**src/rtl/jtag_isp_pkg.sv**
```systemverilog
package jtag_isp_pkg;

  localparam int IR_W      = 4;
  localparam int RESET_RUN = 5;
  localparam int N_GATED   = 3;

  typedef enum logic [3:0] {
    ST_RESET, ST_IDLE,
    ST_DR_SEL, ST_DR_CAP, ST_DR_SHIFT, ST_DR_EXIT1, ST_DR_PAUSE, ST_DR_EXIT2, ST_DR_UPD,
    ST_IR_SEL, ST_IR_CAP, ST_IR_SHIFT, ST_IR_EXIT1, ST_IR_PAUSE, ST_IR_EXIT2, ST_IR_UPD
  } tap_state_e;

  typedef enum logic [1:0] {PATH_BYP, PATH_ID, PATH_BSR, PATH_ISP} dr_path_e;

  typedef struct packed {
    dr_path_e path;
    logic     out_dis;
    logic     pin_hold;
  } ir_dec_t;

  localparam logic [IR_W-1:0] OP_EXTEST  = 4'b0000;
  localparam logic [IR_W-1:0] OP_IDCODE  = 4'b0001;
  localparam logic [IR_W-1:0] OP_SAMPLE  = 4'b0010;
  localparam logic [IR_W-1:0] OP_HIGHZ   = 4'b0101;
  localparam logic [IR_W-1:0] OP_ENABLE  = 4'b1001;
  localparam logic [IR_W-1:0] OP_ERASE   = 4'b1010;
  localparam logic [IR_W-1:0] OP_PROGRAM = 4'b1011;
  localparam logic [IR_W-1:0] OP_VERIFY  = 4'b1100;
  localparam logic [IR_W-1:0] IR_CAPTURE = 4'b0001;

  function automatic logic [IR_W-1:0] gated_code(int idx);
    case (idx)
      0:       return OP_ERASE;
      1:       return OP_PROGRAM;
      default: return OP_VERIFY;
    endcase
  endfunction

  function automatic logic is_gated(logic [IR_W-1:0] c);
    return (c == OP_ERASE) || (c == OP_PROGRAM) || (c == OP_VERIFY);
  endfunction

  function automatic ir_dec_t decode_ir(logic [IR_W-1:0] c);
    ir_dec_t r;
    r.path     = PATH_BYP;
    r.out_dis  = 1'b0;
    r.pin_hold = 1'b0;
    case (c)
      OP_EXTEST: begin r.path = PATH_BSR; r.pin_hold = 1'b1; end
      OP_SAMPLE: r.path = PATH_BSR;
      OP_IDCODE: r.path = PATH_ID;
      OP_HIGHZ:  r.out_dis = 1'b1;
      OP_ENABLE, OP_ERASE, OP_PROGRAM, OP_VERIFY: begin
        r.path     = PATH_ISP;
        r.pin_hold = 1'b1;
      end
      default: r.path = PATH_BYP;
    endcase
    return r;
  endfunction

endpackage

```
**src/rtl/tap_fsm.sv**
```systemverilog
module tap_fsm
  import jtag_isp_pkg::*;
(
  input  logic       clk,
  input  logic       rst,
  input  logic       tms,
  output tap_state_e state,
  output tap_state_e state_nxt
);

  localparam int RUN_W = $clog2(RESET_RUN + 1);

  always_comb begin
    case (state)
      ST_RESET:    state_nxt = tms ? ST_RESET    : ST_IDLE;
      ST_IDLE:     state_nxt = tms ? ST_DR_SEL   : ST_IDLE;
      ST_DR_SEL:   state_nxt = tms ? ST_IR_SEL   : ST_DR_CAP;
      ST_DR_CAP:   state_nxt = tms ? ST_DR_EXIT1 : ST_DR_SHIFT;
      ST_DR_SHIFT: state_nxt = tms ? ST_DR_EXIT1 : ST_DR_SHIFT;
      ST_DR_EXIT1: state_nxt = tms ? ST_DR_UPD   : ST_DR_PAUSE;
      ST_DR_PAUSE: state_nxt = tms ? ST_DR_EXIT2 : ST_DR_PAUSE;
      ST_DR_EXIT2: state_nxt = tms ? ST_DR_UPD   : ST_DR_SHIFT;
      ST_DR_UPD:   state_nxt = tms ? ST_DR_SEL   : ST_IDLE;
      ST_IR_SEL:   state_nxt = tms ? ST_RESET    : ST_IR_CAP;
      ST_IR_CAP:   state_nxt = tms ? ST_IR_EXIT1 : ST_IR_SHIFT;
      ST_IR_SHIFT: state_nxt = tms ? ST_IR_EXIT1 : ST_IR_SHIFT;
      ST_IR_EXIT1: state_nxt = tms ? ST_IR_UPD   : ST_IR_PAUSE;
      ST_IR_PAUSE: state_nxt = tms ? ST_IR_EXIT2 : ST_IR_PAUSE;
      ST_IR_EXIT2: state_nxt = tms ? ST_IR_UPD   : ST_IR_SHIFT;
      default:     state_nxt = tms ? ST_DR_SEL   : ST_IDLE;
    endcase
  end

  always_ff @(posedge clk) begin
    if (rst) state <= ST_RESET;
    else     state <= state_nxt;
  end

  // run length of consecutive high tms samples, used only by the check below
  logic [RUN_W-1:0] hi_run;
  always_ff @(posedge clk) begin
    if (rst)                                     hi_run <= RUN_W'(RESET_RUN);
    else if (!tms)                               hi_run <= '0;
    else if (hi_run != RUN_W'(RESET_RUN))        hi_run <= hi_run + 1'b1;
  end

  // five high tms edges always end in Test-Logic-Reset
  a_r1_five_high_reset: assert property (@(posedge clk) disable iff (rst)
    (hi_run == RUN_W'(RESET_RUN)) |-> (state == ST_RESET));

endmodule

```
**src/rtl/tap_ir.sv**
```systemverilog
module tap_ir
  import jtag_isp_pkg::*;
(
  input  logic            clk,
  input  logic            rst,
  input  tap_state_e      state,
  input  logic            tdi,
  output logic            ir_bit,
  output logic [IR_W-1:0] ir_nxt,
  output ir_dec_t         dec
);

  logic [IR_W-1:0] ir_sh;
  logic [IR_W-1:0] ir_q;

  always_ff @(posedge clk) begin
    if (rst) ir_sh <= IR_CAPTURE;
    else if (state == ST_IR_CAP)   ir_sh <= IR_CAPTURE;
    else if (state == ST_IR_SHIFT) ir_sh <= {tdi, ir_sh[IR_W-1:1]};
  end

  always_comb begin
    if (state == ST_RESET)       ir_nxt = OP_IDCODE;
    else if (state == ST_IR_UPD) ir_nxt = ir_sh;
    else                         ir_nxt = ir_q;
  end

  always_ff @(posedge clk) begin
    if (rst) begin
      ir_q <= OP_IDCODE;
      dec  <= decode_ir(OP_IDCODE);
    end else begin
      ir_q <= ir_nxt;
      dec  <= decode_ir(ir_nxt);
    end
  end

  assign ir_bit = ir_sh[0];

  // capture pattern ends in 01
  a_r3_capture_pattern: assert property (@(posedge clk) disable iff (rst)
    (state == ST_IR_CAP) |=> (ir_sh[1:0] == 2'b01));

  // leaving reset the instruction is the identification one
  a_r2_reset_idcode: assert property (@(posedge clk) disable iff (rst)
    (state == ST_RESET) |=> (ir_q == OP_IDCODE));

endmodule

```
**src/rtl/tap_dr.sv**
```systemverilog
module tap_dr
  import jtag_isp_pkg::*;
#(
  parameter int              ID_W   = 32,
  parameter logic [ID_W-1:0] ID_VAL = 32'h1A5C_E093
)(
  input  logic       clk,
  input  logic       rst,
  input  tap_state_e state,
  input  logic       tdi,
  output logic       byp_bit,
  output logic       id_bit
);

  logic [ID_W-1:0] id_sh;

  always_ff @(posedge clk) begin
    if (rst) begin
      byp_bit <= 1'b0;
      id_sh   <= ID_VAL;
    end else if (state == ST_DR_CAP) begin
      byp_bit <= 1'b0;
      id_sh   <= ID_VAL;
    end else if (state == ST_DR_SHIFT) begin
      byp_bit <= tdi;
      id_sh   <= {tdi, id_sh[ID_W-1:1]};
    end
  end

  assign id_bit = id_sh[0];

  // bypass stage captures zero
  a_r4_bypass_capture: assert property (@(posedge clk) disable iff (rst)
    (state == ST_DR_CAP) |=> (byp_bit == 1'b0));

  // identification register reloads on capture
  a_r2_id_capture: assert property (@(posedge clk) disable iff (rst)
    (state == ST_DR_CAP) |=> (id_bit == ID_VAL[0]));

endmodule

```
**src/rtl/isp_gate.sv**
```systemverilog
module isp_gate
  import jtag_isp_pkg::*;
(
  input  logic               clk,
  input  logic               rst,
  input  tap_state_e         state,
  input  tap_state_e         state_nxt,
  input  logic [IR_W-1:0]    ir_nxt,
  output logic [N_GATED-1:0] stb,
  output logic               err
);

  logic en_q;
  logic entering_idle;

  assign entering_idle = (state != ST_IDLE) && (state_nxt == ST_IDLE);

  always_ff @(posedge clk) begin
    if (rst || state == ST_RESET) begin
      en_q <= 1'b0;
      err  <= 1'b0;
    end else if (state == ST_IR_UPD) begin
      if (ir_nxt == OP_ENABLE)            en_q <= 1'b1;
      if (is_gated(ir_nxt) && !en_q)      err  <= 1'b1;
    end
  end

  for (genvar gi = 0; gi < N_GATED; gi++) begin : g_stb
    always_ff @(posedge clk) begin
      if (rst) stb[gi] <= 1'b0;
      else     stb[gi] <= entering_idle && en_q && (ir_nxt == gated_code(gi));
    end
  end

  // never two strobes, each lasting one cycle, only while enabled
  a_r8_strobe_onehot: assert property (@(posedge clk) disable iff (rst)
    $onehot0(stb));
  a_r8_strobe_single: assert property (@(posedge clk) disable iff (rst)
    (|stb) |=> !(|stb));
  a_r8_strobe_needs_enable: assert property (@(posedge clk) disable iff (rst)
    (|stb) |-> en_q);
  // error flag is sticky outside reset
  a_r9_err_sticky: assert property (@(posedge clk) disable iff (rst)
    (err && state != ST_RESET) |=> err);
  // Test-Logic-Reset clears both flags
  a_r10_reset_clears: assert property (@(posedge clk) disable iff (rst)
    (state == ST_RESET) |=> (!en_q && !err));

endmodule

```
**src/rtl/jtag_isp_tap.sv**
```systemverilog
module jtag_isp_tap
  import jtag_isp_pkg::*;
#(
  parameter int              ID_W   = 32,
  parameter logic [ID_W-1:0] ID_VAL = 32'h1A5C_E093
)(
  input  logic tck,
  input  logic trst,
  input  logic tms,
  input  logic tdi,
  output logic tdo,
  output logic tdo_oe,
  output logic bsr_sel,
  output logic isp_sel,
  output logic dr_capture,
  output logic dr_shift,
  output logic dr_update,
  input  logic bsr_tdo,
  input  logic isp_tdo,
  output logic out_disable,
  output logic pins_preload,
  output logic erase_stb,
  output logic program_stb,
  output logic verify_stb,
  output logic isp_err
);

  tap_state_e         state;
  tap_state_e         state_nxt;
  logic [IR_W-1:0]    ir_nxt;
  ir_dec_t            dec;
  logic               ir_bit;
  logic               byp_bit;
  logic               id_bit;
  logic [N_GATED-1:0] stb;
  logic               tdo_d;

  tap_fsm u_fsm (
    .clk(tck), .rst(trst), .tms(tms), .state(state), .state_nxt(state_nxt)
  );

  tap_ir u_ir (
    .clk(tck), .rst(trst), .state(state), .tdi(tdi),
    .ir_bit(ir_bit), .ir_nxt(ir_nxt), .dec(dec)
  );

  tap_dr #(.ID_W(ID_W), .ID_VAL(ID_VAL)) u_dr (
    .clk(tck), .rst(trst), .state(state), .tdi(tdi),
    .byp_bit(byp_bit), .id_bit(id_bit)
  );

  isp_gate u_gate (
    .clk(tck), .rst(trst), .state(state), .state_nxt(state_nxt),
    .ir_nxt(ir_nxt), .stb(stb), .err(isp_err)
  );

  always_comb begin
    tdo_d = 1'b0;
    if (state == ST_IR_SHIFT) begin
      tdo_d = ir_bit;
    end else if (state == ST_DR_SHIFT) begin
      case (dec.path)
        PATH_ID:  tdo_d = id_bit;
        PATH_BSR: tdo_d = bsr_tdo;
        PATH_ISP: tdo_d = isp_tdo;
        default:  tdo_d = byp_bit;
      endcase
    end
  end

  always_ff @(negedge tck) begin
    if (trst) begin
      tdo    <= 1'b0;
      tdo_oe <= 1'b0;
    end else begin
      tdo    <= tdo_d;
      tdo_oe <= (state == ST_IR_SHIFT) || (state == ST_DR_SHIFT);
    end
  end

  assign bsr_sel      = (dec.path == PATH_BSR);
  assign isp_sel      = (dec.path == PATH_ISP);
  assign out_disable  = dec.out_dis;
  assign pins_preload = dec.pin_hold;
  assign dr_capture   = (state == ST_DR_CAP);
  assign dr_shift     = (state == ST_DR_SHIFT);
  assign dr_update    = (state == ST_DR_UPD);
  assign erase_stb    = stb[0];
  assign program_stb  = stb[1];
  assign verify_stb   = stb[2];

  // output enable only during the two shift states
  a_r11_oe_in_shift: assert property (@(posedge tck) disable iff (trst)
    tdo_oe |-> (state == ST_IR_SHIFT || state == ST_DR_SHIFT));
  // disabled outputs never coincide with an external register path
  a_r5_highz_bypass: assert property (@(posedge tck) disable iff (trst)
    out_disable |-> (!bsr_sel && !isp_sel));
  // phase outputs are mutually exclusive
  a_r12_phase_excl: assert property (@(posedge tck) disable iff (trst)
    $onehot0({dr_capture, dr_shift, dr_update}));

endmodule

```
**config.mk**
```make
export PLATFORM = sky130hd
export DESIGN_NAME = jtag_isp_tap
export DESIGN_NICKNAME = d
export VERILOG_FILES = /design/src/rtl/jtag_isp_pkg.sv /design/src/rtl/tap_fsm.sv /design/src/rtl/tap_ir.sv /design/src/rtl/tap_dr.sv /design/src/rtl/isp_gate.sv /design/src/rtl/jtag_isp_tap.sv
export SDC_FILE = /design/constraint.sdc
export NUM_CORES = 1
export LEC_CHECK = 0
export ABC_AREA = 1
export CAP_MARGIN = 20
export CORE_AREA = 2 2 79 81
export CTS_BUF_LIST = sky130_fd_sc_hd__clkbuf_4 sky130_fd_sc_hd__clkbuf_8
export CTS_CLUSTER_SIZE = 20
export DETAILED_ROUTE_END_ITERATION = 6
export DIE_AREA = 0 0 81 83
export PLACE_DENSITY = 0.61
export SKIP_CTS_REPAIR_TIMING = 1
export SYNTH_ARGS = -nofsm -noshare
export SYNTH_HDL_FRONTEND = slang
export SYNTH_SLANG_ARGS = --single-unit
```
**constraint.sdc**
```tcl
create_clock -name tck -period 1.8 [get_ports tck]
set_clock_uncertainty 0.1 [all_clocks]
set_input_delay 0.18 -clock tck [delete_from_list [all_inputs] [get_ports tck]]
set_output_delay 0.18 -clock tck [all_outputs]
set_load 0.05 [all_outputs]
```
==> impl_metrics.ini <==
[run_status]
outcome = complete, but fails checks
violations = negative setup slack

[grt]
groute.usage.overall = 0.162
antenna_found_initial = 0
grt_pass1_vias = 2032
overflow = 0
grt_max_degree = 34
grt_pass1_wl_mm = 8.87

[cells_and_area]
fin_util = 0.541
diodes = 0
drive_gt1_frac = 0.301
fillers = 555
layout.nets = 394
area_growth_syn_to_layout_pct = 37.5
regArea_um2 = 1120
multi_input_area_um2 = 1150
layout.cells.non_filler = 464

[floorplan]
io_pins = 19
initial_core_util = 0.393
fp.dieArea_um2 = 6720
coreArea_um2 = 5820
die_h_um = 83
rows = 28
die_x_um = 81

[clock_tree]
clk_latency_ns = 0.31
worst_setup_hold_path_clk_slew_ns = 0.09
h-tree-depth = 2
cts_max_path_buffers = 2
numCtsBuffers = 5
clock_sinks = 55
cts_tree = done
clockRootBuffer = clkbuf_8

[synth]
syn_nets = 335
syn-instance-count = 329
synth_top_area_frac = 0.481
syn_avg_cell_area_um2 = 6.95
ys_ff_latch = 55
synth-seq-area-share = 0.481
ys_types = 26
netlist_area_um2 = 2290
synth_top_cell_by_area = dfxtp_1
ys_top_cells_by_area = dfxtp_1 (48%), nand2_1 (21%), nand3_1 (6.3%)
synth-warning-count = 0

[critical_path]
critPathMaxStageDelay_ns = 0.34
criticalPathCategory = reg -> out
required_ns = 1.52
cp_slowest_cell = dfxtp_2
r2r-start = u_fsm.state[2]$_SDFF_PP0_
arrival_ns = 1.73
end_kind = output port
cp_cell_sequence = buf_12
path_buf_inv = 1
rrSetupSlack_ns = -0.15
critPathTopFamily = flip-flops
start_kind = flip-flop
crit_path_start = tdo_oe$_SDFF_NP0_
cp_max_fo = 1

[job]
max_cap_viol_count = 0

[timing]
worst-slew-pin-transition_ns = 0.498
finalHoldViolCount = 0
fin_setup_tns_ns = -0.724
hold_slack_ns = 0.362
setup_slack_ns = -0.208
rsz0062_at_grt = yes
slew_violations = 0
relSlewSlack = 0.667
setup_viol = 6

[detailed_routing]
vias_per_cell = 4.68
postRouteWirelength_mm = 5.02
drcViolationCount = 0
drt_iter0_drc = 126
wl_per_cell_um = 10.8
vias = 2170
antenna_left = 0
dr.pass1.iters = 4

[place]
gp_congestion = 0.888
port_buffers = 18
dp_hpwl_mm = 3.58
dpl.cell_count = 450

[pwr]
pwr-share-comb = 0.100
internal_power_uw = 1610
p_seq_frac = 0.575
peakVddDrop_mv = 0.615
p_sw_uw = 555
swShare = 0.257
power.leakage_uw = 0.00136
power.share.clock = 0.325
power-per-cell-area_nw_per_um2 = 688

[worst_hold_path]
min_path_type = reg -> reg
min_from = u_gate.err$_SDFFE_PP0P_
[metrics by stage]
stage                     worst slack (ns)  instance area (µm²)  total power (µW)
after global placement              -0.300                 2910              1470
after CTS                           -0.259                 3000              2170
after global routing                -0.241                 3140              2270
after floorplan                     -0.381                 2370              1400
final                               -0.208                 3140              2160
after detailed placement            -0.309                 2910              1480
[Yosys cell counts]
cell type	count
nand2_1	126
dfxtp_1	55
nand3_1	29
a21oi_1	28
nor2_1	27
inv_1	24
buf_2	6
clkbuf_1	4
inv_2	4
nor2_2	4
nand2_2	3
a31oi_1	2
nand3_2	2
nand4_1	2
nor3_1	2
a21oi_2	1
clkbuf_2	1
clkinv_1	1
nor2_4	1
nor4_1	1
o2111ai_1	1
o211ai_1	1
o21ai_0	1
o21ai_1	1
o21bai_1	1
o311ai_0	1
[worst reg2reg max path, stage by stage, from the launching register on]
cell     delay, ns
dfxtp_4       0.38
buf_12        0.13
nor2_4        0.09
inv_2         0.06
nor2_4        0.11
nand2_1       0.06
a21oi_1       0.11
[layer usage]
metal	vias to the layer above	global-route usage	share of wire
li1	1153	-	-
met1	990	0.222	0.48
met2	25	0.261	0.48
met3	2	0.0326	0.028
met4	0	0.0370	0.0068
met5	-	0	0
[cells by family (layout without fill, tap and decap cells)]
kind of cell           after synthesis  in the layout  synth area share
AO/OA/AOI/OAI                       37             37            0.0892
buffers and inverters               40            100            0.0695
flip-flops                          55             55             0.481
AND/OR/NAND/NOR                    197            197             0.360
[state kept, by name, summed over array words and instances, names as in the netlist]
name	flops
tdo_oe	1
u_dr.id_sh	31
u_gate.en_q	1
u_gate.stb	3
u_ir.dec	4
u_dr.byp_bit	1
u_gate.err	1
u_ir.ir_q	4
u_fsm.state	4
tdo	1
u_ir.ir_sh	4
[power groups by stage]
stage,clock (µW),combinational (µW),sequential (µW)
floorplan,10.4,117,1270
global placement,10.4,192,1270
detailed placement,10.4,192,1270
CTS,734,193,1250
global route,783,238,1250
finish,702,216,1240
[worst paths after layout]
| path | to | depth (start not counted) |
|---|---|---|
| setup / recovery | tdo_oe | 1 |
| hold / removal | u_gate.err$_SDFFE_PP0P_ | 2 |
| setup reg to reg | tdo$_SDFF_NP0_ | 6 |
| hold reg to reg | u_gate.err$_SDFFE_PP0P_ | 2 |
[placed cells by master, fill, tap and decap left out, drive strengths merged]
master / netlist / final
clkbuf: 5 / 5
o2111ai: 1 / 1
nor4: 1 / 1
clkdlybuf4s50: 0 / 11
o21ai: 2 / 2
nand2: 129 / 129
clkinvlp: 0 / 2
clkinv: 1 / 2
dfxtp: 55 / 55
buf: 6 / 51
nand4: 2 / 2
nor2: 32 / 32
inv: 28 / 29
o311ai: 1 / 1
o211ai: 1 / 1
a31oi: 2 / 2
nand3: 31 / 31
o21bai: 1 / 1
a21oi: 29 / 29
nor3: 2 / 2
[layout make-up]
type	instances	share of cell area
Timing Repair Buffer	62	0.179
Clock buffer	5	0.0219
Sequential cell	55	0.357
Inverter	28	0.0370
Multi-Input combinational cell	234	0.365
Tap cell	75	0.0298
Clock inverter	5	0.00995
No activity file was read; power rests on OpenSTA's default activity.
